### config.mk
export PLATFORM = sky130hd
export DESIGN_NAME = pio_clk_calc
export DESIGN_NICKNAME = d
export VERILOG_FILES = /design/src/rtl/pio_calc_pkg.sv /design/src/rtl/pio_time_select.sv /design/src/rtl/pio_ceil_div.sv /design/src/rtl/pio_cfg_pack.sv /design/src/rtl/pio_clk_calc.sv
export SDC_FILE = /design/constraint.sdc
export NUM_CORES = 1
export LEC_CHECK = 0
export ABC_AREA = 1
export BUFFER_PORTS_ARGS = -buffer_cell sky130_fd_sc_hd__buf_4
export CORE_MARGIN = 3
export CORE_UTILIZATION = 55
export CTS_CLUSTER_SIZE = 12
export DETAILED_ROUTE_END_ITERATION = 8
export PLACE_DENSITY = 0.72
export SYNTH_ARGS = -nofsm -noshare
export SYNTH_HDL_FRONTEND = slang
export SYNTH_SLANG_ARGS = --single-unit
### constraint.sdc
create_clock -name clk -period 12.77 [get_ports clk]
set_input_delay 0 -clock clk [delete_from_list [all_inputs] [get_ports clk]]
set_output_delay 0 -clock clk [all_outputs]
set_load 0.02 [all_outputs]
### src/rtl/pio_calc_pkg.sv
package pio_calc_pkg;

    localparam int TIME_W    = 10;   // widest table time (600 ns) fits here
    localparam int DIVISOR   = 1000; // ns*MHz to clocks
    localparam int ROUNDUP   = DIVISOR - 1;
    localparam int MAX_MODE  = 3;
    localparam int N_DRIVES  = 2;
    localparam int N_KINDS   = 3;
    localparam int RDY_CLKS  = 2;

    localparam int ADDR_LO = 1;
    localparam int ADDR_HI = 4;
    localparam int DATA_LO = 1;
    localparam int DATA_HI = 16;
    localparam int RECV_LO = 2;
    localparam int RECV_HI = 17;

    localparam logic [1:0] K_SETUP  = 2'd0;
    localparam logic [1:0] K_ACTIVE = 2'd1;
    localparam logic [1:0] K_RECOV  = 2'd2;

    typedef enum logic [1:0] {
        ST_IDLE,
        ST_FEED,
        ST_WAIT,
        ST_PACK
    } calc_state_e;

    typedef struct packed {
        logic [TIME_W-1:0] setup;
        logic [TIME_W-1:0] active;
        logic [TIME_W-1:0] recov;
    } mode_times_t;

    function automatic mode_times_t mode_times(input logic [1:0] mode);
        int s, a, c;
        mode_times_t r;
        case (mode)
            2'd0:    begin s = 70; a = 165; c = 600; end
            2'd1:    begin s = 50; a = 125; c = 383; end
            2'd2:    begin s = 30; a = 100; c = 240; end
            default: begin s = 30; a = 80;  c = 180; end
        endcase
        r.setup  = TIME_W'(s);
        r.active = TIME_W'(a);
        r.recov  = TIME_W'(c - s - a);
        return r;
    endfunction

    function automatic int unsigned clamp_u(input int unsigned v,
                                            input int unsigned lo,
                                            input int unsigned hi);
        if (v < lo) return lo;
        if (v > hi) return hi;
        return v;
    endfunction

endpackage

### src/rtl/pio_time_select.sv
module pio_time_select
    import pio_calc_pkg::*;
(
    input  logic [1:0]        mode,
    input  logic [1:0]        kind,
    output logic [TIME_W-1:0] time_ns
);
    mode_times_t mt;

    always_comb begin
        mt = mode_times(mode);
        case (kind)
            K_SETUP:  time_ns = mt.setup;
            K_ACTIVE: time_ns = mt.active;
            default:  time_ns = mt.recov;
        endcase
    end
endmodule

### src/rtl/pio_ceil_div.sv
module pio_ceil_div #(
    parameter int NUM_W = 19,
    parameter int DEN   = 1000
) (
    input  logic             clk,
    input  logic             rst,
    input  logic             load,
    input  logic [NUM_W-1:0] num,
    output logic [NUM_W-1:0] quot,
    output logic             valid
);
    localparam int REM_W = $clog2(DEN) + 1;
    localparam int CNT_W = $clog2(NUM_W + 1);

    logic [NUM_W-1:0] work_q;
    logic [REM_W-1:0] rem_q;
    logic [CNT_W-1:0] cnt_q;
    logic             run_q;
    logic [REM_W-1:0] trial;
    logic             fits;
    logic [REM_W-1:0] rem_nxt;

    always_comb begin
        trial   = {rem_q[REM_W-2:0], work_q[NUM_W-1]};
        fits    = (trial >= REM_W'(DEN));
        rem_nxt = fits ? (trial - REM_W'(DEN)) : trial;
    end

    always_ff @(posedge clk) begin
        if (rst) begin
            work_q <= '0;
            rem_q  <= '0;
            cnt_q  <= '0;
            run_q  <= 1'b0;
            valid  <= 1'b0;
        end else begin
            valid <= 1'b0;
            if (load) begin
                work_q <= num;
                rem_q  <= '0;
                cnt_q  <= CNT_W'(NUM_W);
                run_q  <= 1'b1;
            end else if (run_q) begin
                work_q <= {work_q[NUM_W-2:0], fits};
                rem_q  <= rem_nxt;
                cnt_q  <= cnt_q - 1'b1;
                if (cnt_q == CNT_W'(1)) begin
                    run_q <= 1'b0;
                    valid <= 1'b1;
                end
            end
        end
    end

    assign quot = work_q;

    // Divider only reports a result after a full run, never while loading.
    assert_valid_after_run_R1: assert property (@(posedge clk) disable iff (rst)
        valid |-> $past(run_q));
endmodule

### src/rtl/pio_cfg_pack.sv
module pio_cfg_pack
    import pio_calc_pkg::*;
#(
    parameter int NUM_W = 19
) (
    input  logic [N_DRIVES-1:0][N_KINDS-1:0][NUM_W-1:0] quot,
    input  logic [N_DRIVES-1:0]                         present,
    input  logic                                        prefetch,
    output logic [N_DRIVES-1:0][7:0]                    cycle_byte,
    output logic [7:0]                                  misc_byte
);
    int unsigned addr_clk [N_DRIVES];

    for (genvar d = 0; d < N_DRIVES; d++) begin : g_drive
        int unsigned data_clk, recv_clk;
        logic [31:0] data_m1, recv_m2;

        always_comb begin
            if (present[d]) begin
                addr_clk[d] = clamp_u(32'(quot[d][K_SETUP]),  ADDR_LO, ADDR_HI);
                data_clk    = clamp_u(32'(quot[d][K_ACTIVE]), DATA_LO, DATA_HI);
                recv_clk    = clamp_u(32'(quot[d][K_RECOV]),  RECV_LO, RECV_HI);
            end else begin
                addr_clk[d] = ADDR_LO;
                data_clk    = DATA_LO;
                recv_clk    = RECV_LO;
            end
            data_m1       = data_clk - DATA_LO;
            recv_m2       = recv_clk - RECV_LO;
            cycle_byte[d] = {data_m1[3:0], recv_m2[3:0]};
        end
    end

    logic [31:0] ax_m1;
    logic [31:0] rdy_f;

    always_comb begin
        ax_m1     = ((addr_clk[0] > addr_clk[1]) ? addr_clk[0] : addr_clk[1]) - ADDR_LO;
        rdy_f     = RDY_CLKS - 2;
        misc_byte = {1'b0, prefetch, ax_m1[1:0], 1'b0, rdy_f[1:0], 1'b0};
    end
endmodule

### src/rtl/pio_clk_calc.sv
module pio_clk_calc
    import pio_calc_pkg::*;
#(
    parameter int MHZ_W = 8
) (
    input  logic             clk,
    input  logic             rst,
    input  logic             start,
    input  logic [MHZ_W-1:0] bus_mhz,
    input  logic [1:0]       mode_d0,
    input  logic             present_d0,
    input  logic [1:0]       mode_d1,
    input  logic             present_d1,
    input  logic             prefetch_en,
    output logic             busy,
    output logic             done,
    output logic [7:0]       cycle_d0,
    output logic [7:0]       cycle_d1,
    output logic [7:0]       misc_cfg
);
    localparam int NUM_W = TIME_W + MHZ_W + 1;

    calc_state_e                 st_q;
    logic [MHZ_W-1:0]            mhz_q;
    logic [N_DRIVES-1:0][1:0]    mode_q;
    logic [N_DRIVES-1:0]         pres_q;
    logic                        pf_q;
    logic                        drv_q;
    logic [1:0]                  kind_q;
    logic [N_DRIVES-1:0][N_KINDS-1:0][NUM_W-1:0] q_store;

    logic [TIME_W-1:0] t_ns;
    logic [NUM_W-1:0]  div_num;
    logic [NUM_W-1:0]  div_quot;
    logic              div_valid;
    logic              div_load;
    logic [N_DRIVES-1:0][7:0] pk_cycle;
    logic [7:0]        pk_misc;

    pio_time_select u_tsel (
        .mode    (mode_q[drv_q]),
        .kind    (kind_q),
        .time_ns (t_ns)
    );

    assign div_num  = {{(NUM_W-TIME_W){1'b0}}, t_ns} * {{(NUM_W-MHZ_W){1'b0}}, mhz_q}
                    + NUM_W'(ROUNDUP);
    assign div_load = (st_q == ST_FEED);

    pio_ceil_div #(.NUM_W(NUM_W), .DEN(DIVISOR)) u_div (
        .clk   (clk),
        .rst   (rst),
        .load  (div_load),
        .num   (div_num),
        .quot  (div_quot),
        .valid (div_valid)
    );

    pio_cfg_pack #(.NUM_W(NUM_W)) u_pack (
        .quot       (q_store),
        .present    (pres_q),
        .prefetch   (pf_q),
        .cycle_byte (pk_cycle),
        .misc_byte  (pk_misc)
    );

    always_ff @(posedge clk) begin
        if (rst) begin
            st_q     <= ST_IDLE;
            mhz_q    <= '0;
            mode_q   <= '0;
            pres_q   <= '0;
            pf_q     <= 1'b0;
            drv_q    <= 1'b0;
            kind_q   <= K_SETUP;
            q_store  <= '0;
            done     <= 1'b0;
            cycle_d0 <= '0;
            cycle_d1 <= '0;
            misc_cfg <= '0;
        end else begin
            done <= 1'b0;
            case (st_q)
                ST_IDLE: if (start) begin
                    mhz_q  <= bus_mhz;
                    mode_q <= {mode_d1, mode_d0};
                    pres_q <= {present_d1, present_d0};
                    pf_q   <= prefetch_en;
                    drv_q  <= 1'b0;
                    kind_q <= K_SETUP;
                    st_q   <= ST_FEED;
                end
                ST_FEED: st_q <= ST_WAIT;
                ST_WAIT: if (div_valid) begin
                    q_store[drv_q][kind_q] <= div_quot;
                    if (drv_q && kind_q == K_RECOV) begin
                        st_q <= ST_PACK;
                    end else begin
                        if (kind_q == K_RECOV) begin
                            kind_q <= K_SETUP;
                            drv_q  <= 1'b1;
                        end else begin
                            kind_q <= kind_q + 2'd1;
                        end
                        st_q <= ST_FEED;
                    end
                end
                default: begin
                    cycle_d0 <= pk_cycle[0];
                    cycle_d1 <= pk_cycle[1];
                    misc_cfg <= pk_misc;
                    done     <= 1'b1;
                    st_q     <= ST_IDLE;
                end
            endcase
        end
    end

    assign busy = (st_q != ST_IDLE);

    // The quotient returned by the divider is the rounded-up clock count of the current time.
    assert_quot_bounds_R1: assert property (@(posedge clk) disable iff (rst)
        div_valid |-> (64'(div_quot) * DIVISOR <= 64'(div_num)) &&
                      (64'(div_num) < (64'(div_quot) + 1) * DIVISOR));

    assert_done_pulse_R8: assert property (@(posedge clk) disable iff (rst)
        done |=> !done);

    assert_busy_ends_with_done_R8: assert property (@(posedge clk) disable iff (rst)
        $fell(busy) |-> done);

    assert_inputs_frozen_R9: assert property (@(posedge clk) disable iff (rst)
        busy |=> $stable(mhz_q) && $stable(mode_q) && $stable(pres_q) && $stable(pf_q));

    assert_outputs_hold_R10: assert property (@(posedge clk) disable iff (rst)
        !done |-> $stable(cycle_d0) && $stable(cycle_d1) && $stable(misc_cfg));
endmodule

==> qor.yml, run 1 <==
cts:
  h-tree-depth: 4
  clkLatencyLatePin_ps: 440
  cts_tree: "done"
  cts.sinks: 190
  clockBufferDepth: 2
  cts_buffers: 17
  post_cts_buffers: 0
  cts.clk_slew.worst_paths_ps: 70
  cts_root_buffer: "clkbuf_16"
route:
  via_per_inst: 5.24
  routedWlPerCell_um: 14.4
  drt_iter0_drc: 538
  vias: 9539
  drcViolationCount: 0
  drtAntennaViolNets: 0
  firstDrtPassIters: 5
  wirelength_mm: 26.3
die:
  die_x_um: 148
  design.core.area_um2: 19700
  fp.dieH_um: 148
  ioPinCount: 44
  initial_core_util_pct: 56.6
  dieArea_um2: 22000
  rows: 51
timing:
  post-route-min-period_ps: 5320
  grt_setup_unrepaired: "false"
  finalMaxSlewViolations: 0
  setup_viol: 0
  setup-tns-final_ps: 0
  hold_viol_final: 0
  clock_skew_ps: 10.4
  post-route-period-util_pct: 41.7
  max_freq_mhz: 188
  worst_slew_pin_slew_ps: 1150
  max-slew-margin-rel_pct: 23.6
logic_synthesis:
  ys_warn_count: 0
  synth.top_cells.by_area: "dfxtp_1 (34%), fa_1 (9.3%), ha_1 (8.0%), inv_1 (7.5%), a21oi_1 (7.3%)"
  ys_ff_latch: 190
  synth_most_common_cell: "inv_1"
  syn_area_um2: 11200
  synth_edf_count: 0
  synth.largest_area_cell: "dfxtp_1"
  synth.avg_cell_area_um2: 7.54
  synth_top_flop_cell: "dfxtp_1"
  synth_top_area_share_pct: 34.1
  netlist_top_cells_count: "inv_1 (224), nand2_1 (214), dfxtp_1 (190)"
  seq_area_frac_synth_pct: 34.1
  async_reset_ff_share_pct: 0
  syn_inst: 1479
  synth_cell_types: 54
job:
  drv_cap: 0
setup_path:
  crit_arrival_ps: 5680
  critPathKind: "flop to flop"
  path_max_fanout: 7
  worstSetupEndpointType: "flop"
  worst_ep_required_time_ps: 13130
  r2r_slack_ps: 7450
  rr_startpoint: "drv_q"
  start_kind: "flop"
  reg2regPathDepth: 23
  r2r-end: "u_div.quot[16]"
cells_and_area:
  layout-drive-gt1-share_pct: 7.96
  multi_input_area_um2: 6340
  fin_util_pct: 63.3
  nNetsFinal: 1685
  instances_no_fill: 1822
  register_area_um2: 3800
  fillers: 1780
  diodes: 0
  areaGrowthSynthToFinish_pct: 11.9
placed_design:
  dpl.hpwl_mm: 19.2
  place_inst: 1773
  portBuffers: 38
  place_congestion: 0.931
min_path:
  hp-class: "primary input to flop"
  min_to: "pres_q[0]"
  whs_path_depth: 3
  worstHoldStart: "present_d0"
global_routing:
  antenna_found_initial: 0
  grt_pass1_wl_mm: 44.8
  grt_pass1_vias: 9192
  grt.overflow.total: 0
  grt_max_degree: 140
  track_usage_pct: 24.9
power_and_ir_drop:
  powerDensity_nw_per_um2: 145
  p_leak_nw: 5.92
  peakVddDrop_uv: 105
run_status:
  run_status: "finished clean"
[how the worst max path moves through the flow]
stage / start / end / slack, ps / depth (start not counted)
after detailed placement: drv_q / u_div.quot[15] / 7500 / 27
after floorplan: drv_q / u_div.quot[15] / 7830 / 27
after global routing: drv_q / u_div.quot[15] / 7000 / 26
after global placement: drv_q / u_div.quot[15] / 7600 / 27
after CTS: drv_q / u_div.quot[15] / 7490 / 27
final: drv_q / u_div.quot[16] / 7450 / 23
[metrics by stage]
step / total power [mW] / instance area [um^2] / hold slack (ps) / worst slack [ps]
6_report: 1.80 / 12500 / 20.5 / 7450
2_1_floorplan: 1.11 / 11300 / 135 / 7830
3_5_place_dp: 1.26 / 11700 / 229 / 7500
3_3_place_gp: 1.25 / 11700 / 222 / 7600
4_1_cts: 1.81 / 12500 / 14.7 / 7490
5_1_grt: 1.94 / 12500 / 13.4 / 7000
[flip-flops by register name, summed over array words and instances, names as in the netlist, 3 cells and up]
name	cells
mode_q	4
misc_cfg	3
u_div.cnt_q	5
q_store	114
mhz_q	8
cycle_d1	8
u_div.quot	19
u_div.rem_q	10
cycle_d0	8
[critical path: stages (launching register included)]
cell and delay [ps]:
dfxtp_1 490, inv_2 60, or2_1 220, o21ai_2 130, inv_4 100, nor2_2 110
inv_1 60, o21ai_2 270, inv_2 100, nor2_1 140, fa_1 460, fa_1 570
inv_1 60, fa_1 510, fa_1 540, inv_1 40, ha_1 340, a21oi_1 190
o21ai_0 150, a221oi_1 350, nand2_1 90, nand2_1 70, nand3_1 80, a31oi_1 130
[layer usage]
| metal | global-route usage (%) | up-vias | wire length (um) |
|---|---|---|---|
| met2 | 41.5 | 184 | 12400 |
| li1 | - | 4903 | - |
| met4 | 6.24 | 0 | 457 |
| met1 | 34.2 | 4418 | 12500 |
| met3 | 3.66 | 34 | 878 |
| met5 | 0 | - | 0 |
[power by group]
group | internal [mW] | leakage (nW) | switching [mW]
Sequential | 0.625 | 1.54 | 0.0423
Clock | 0.284 | 0.293 | 0.264
Combinational | 0.211 | 4.09 | 0.378
[timing repair]
item                       CTS  global route
resized for setup            0             0
setup endpoints to repair    0             0
hold endpoints to repair    34             0
hold buffers                17             0
[logic make-up after synthesis]
| family | count (synthesis) | synth area share [%] |
|---|---|---|
| buf+inv | 296 | 10.5 |
| flops | 190 | 34.1 |
| fa+ha+maj | 123 | 17.3 |
| xor+xnor | 11 | 0.864 |
| compound gates | 391 | 19.2 |
| other cells | 2 | 0.0673 |
| simple gates | 466 | 17.9 |
[cells in the final DEF (no fill, tap or decap), types with 5 or more instances in the layout]
cell           count
inv_2             13
clkbuf_16         17
o21ai_0          145
o22ai_1            5
o211ai_1           7
nand2_1          214
nand4_1           10
a21oi_2           11
o221ai_1           5
dlygate4sd3_1     17
buf_4             42
a31oi_1           15
xor2_1             8
dfxtp_1          190
o21ai_1           24
conb_1            46
nand3_1           43
a21oi_1          162
fa_1              52
clkinv_8           5
nor2_1           149
nor3_1            19
ha_1              71
inv_1            223
[layout make-up]
class,instances,share of cell area [%]
Multi-Input combinational cell,1037,50.8
Sequential cell,190,30.5
Inverter,239,7.22
Timing Repair Buffer,59,3.89
Clock buffer,18,3.44
Tap cell,265,2.66
Clock inverter,14,1.51
Note: power is estimated with default switching activity, not from simulation.
==> run 2: changes to the inputs <==
Settings changed: PLACE_DENSITY 0.72 to 0.75.
Clock period 12.77 ns to 4.6 ns, I/O delays scaled along.
==> run 2 against run 1 <==
Effect of this change: critical endpoint is now u_div.quot[17]; critical path type unchanged; clock-buffer cell count shrank 1; the run now ends with negative setup slack left; worst hold slack gained 300 ps; design area grew 9.1%; combinational power grew to 4.6 times the previous value; fmax grew 6.9%; sequential share of layout area shrank 2.5 points; utilization grew 5.7 points; global-route usage grew 0.32 points.
==> qor.yml, run 2 (synthesis gave the netlist of run 1 again) <==
cells_and_area:
  layout_commonest_cell: "inv_1"
  areaGrowthSynthToFinish_pct: 22.0
  layout-drive-gt1-share_pct: 17.6  # +9.6 points
  diodes: 0  # unchanged
  nNetsFinal: 1762  # +4.6%
  largest_reg_flops: 114  # unchanged
  max_flop_register: "q_store"
  instances_no_fill: 1899  # +4.2%
  final_cell_mix: "inv_1 (203), nand2_1 (190), dfxtp_1 (189)"
timing:
  max_freq_mhz: 201  # +6.9%
  setup-tns-final_ps: -3730  # -3730 ps
  post-route-period-util_pct: 108  # +67 points
  hold_viol_final: 0  # unchanged
  worst_slew_pin_slew_ps: 1050  # -100 ps
  max-slew-margin-rel_pct: 30.3  # +6.7 points
  clock_skew_ps: 16.8  # +6.36 ps
  setup_viol: 15  # +15
  hold-worst-slack_ps: 319  # +299 ps
  post-route-min-period_ps: 4980  # -344 ps
  finalMaxSlewViolations: 0  # unchanged
  grt_setup_unrepaired: "true"
  layout_setup_ws_ps: -379  # -7830 ps
setup_path:
  crit_arrival_ps: 5350  # -330 ps
  worstSetupEndpointType: "flop"
  r2r_slack_ps: -380  # -7830 ps
  start_kind: "flop"
  rr_startpoint: "drv_q"
  critPathKind: "flop to flop"
  reg2regPathDepth: 27  # +17%
  worst_ep_required_time_ps: 4970  # -8160 ps
  path_max_fanout: 4  # -3
  r2r-end: "u_div.quot[17]"
min_path:
  worstHoldStart: "mode_d1[0]"
  hp-class: "primary input to flop"
  whs_path_depth: 4  # +1
  min_to: "mode_q[2]"
global_routing:
  grt.overflow.total: 0  # unchanged
  track_usage_pct: 25.2  # +0.32 points
  antenna_found_initial: 0  # unchanged
  grt_pass1_vias: 9589  # +4.3%
  grt_max_degree: 86  # -39%
  grt_pass1_wl_mm: 45.3  # +1.0%
die:
  ioPinCount: 44  # unchanged
  design.core.area_um2: 19700  # unchanged
  dieArea_um2: 22000  # unchanged
  initial_core_util_pct: 56.6  # unchanged
  rows: 51  # unchanged
  die_x_um: 148  # unchanged
  fp.dieH_um: 148  # unchanged
cts:
  clkLatencyLatePin_ps: 450  # about the same
  cts.sinks: 190  # unchanged
  cts_root_buffer: "clkbuf_16"
  cts.clk_slew.worst_paths_ps: 80  # about the same
  cts_buffers: 17  # unchanged
  cts_tree: "done"
  h-tree-depth: 4  # unchanged
  clockBufferDepth: 2  # unchanged
route:
  vias: 10100  # +5.9%
  wirelength_mm: 28.3  # +7.5%
  firstDrtPassIters: 5  # unchanged
  drt_iter0_drc: 646  # +20%
  drtAntennaViolNets: 0  # unchanged
  drcViolationCount: 0  # unchanged
  routedWlPerCell_um: 14.9  # +3.1%
  via_per_inst: 5.32  # +1.6%
power_and_ir_drop:
  swShare_pct: 38.8  # +0.86 points
  power_frac_seq_pct: 30.6  # -6.4 points
  peakVddDrop_uv: 347  # +230%
  p_int_mw: 3.72  # +230%
  switchingPower_mw: 2.35  # +240%
  comb_power_share_pct: 44.1  # +12 points
  powerDensity_nw_per_um2: 446  # +210%
  p_leak_nw: 6.37  # +7.5%
  clkPwrFrac_pct: 25.3  # -5.1 points
placed_design:
  dpl.hpwl_mm: 19.1  # -0.44%
  place_congestion: 0.917  # -1.5%
  portBuffers: 38  # unchanged
  dp_worst_setup_slack_ps: -270  # -7770 ps
  place_inst: 1821  # +2.7%
run_status:
  violations: "negative setup slack"
  run_status: "finished, violations left"
job:
  drv_cap: 0  # unchanged
==> run 2: power groups by stage <==
stage | logic (mW) | registers [mW] | clock network, mW
5_1_grt | 2.93 | 1.87 | 1.61
2_1_floorplan | 1.46 | 1.84 | 0
4_1_cts | 2.32 | 1.85 | 1.55
3_3_place_gp | 2.04 | 1.89 | 0
6_report | 2.68 | 1.86 | 1.53
3_5_place_dp | 2.09 | 1.89 | 0
==> run 2: critical path: stages (launching register included) <==
cell	delay, ps
dfxtp_4	360
inv_2	40
or2_4	230
o21ai_4	80
inv_4	80
nor2_4	120
nand2_2	70
a31oi_4	290
nand2_2	90
fa_1	500
fa_1	510
inv_1	60
fa_1	560
inv_2	50
fa_1	530
inv_2	50
ha_4	160
a21oi_4	160
nor2_1	80
nor3b_2	230
o21ai_2	90
nand2_1	90
nand2_2	80
nand2_2	70
nand2_1	50
nand2_1	70
nand3_2	70
a21oi_2	140
==> run 2: per-layer routing <==
metal,up-vias,part of all wire (%),global-route usage [%]
met3,56,5.0,4.05
li1,5036,-,-
met1,4716,44,33.4
met2,291,49,43.2
met4,0,2.3,6.47
met5,-,0,0
==> run 2: worst max path at each step <==
stage,startpoint,endpoint,slack (ps)
floorplan,drv_q,u_div.quot[15],-50
global placement,drv_q,u_div.quot[17],-150
detailed placement,drv_q,u_div.quot[17],-270
CTS,drv_q,u_div.quot[16],-150
global route,drv_q,u_div.quot[17],-560
finish,drv_q,u_div.quot[17],-380
==> run 2: area by class of cell <==
| type | count | area (um^2) |
|---|---|---|
| clock buffer | 17 | 425 |
| clock inverter | 15 | 194 |
| fill | 1551 | 6110 |
| inverter | 239 | 903 |
| multi-input combinational | 1037 | 6780 |
| sequential | 190 | 3810 |
| tap | 265 | 332 |
| timing repair buffer | 136 | 1160 |
==> run 2: timing repair <==
item | 4_1_cts | 5_1_grt
resized for setup | 46 | 60
endpoints found under the hold margin | 35 | 5
endpoints found under the setup margin | 11 | 15
hold buffers | 24 | 2
pin swaps | 56 | 35
buffers inserted | 8 | 13
==> run 2: metrics by stage <==
stage | utilization [%] | power, mW | area, um^2
after floorplan | - | 3.30 | 11500
after global placement | 61.9 | 3.93 | 12200
after detailed placement | 61.9 | 3.98 | 12200
after CTS | 67.4 | 5.72 | 13300
after global routing | 69.0 | 6.41 | 13600
final | 69.0 | 6.07 | 13600
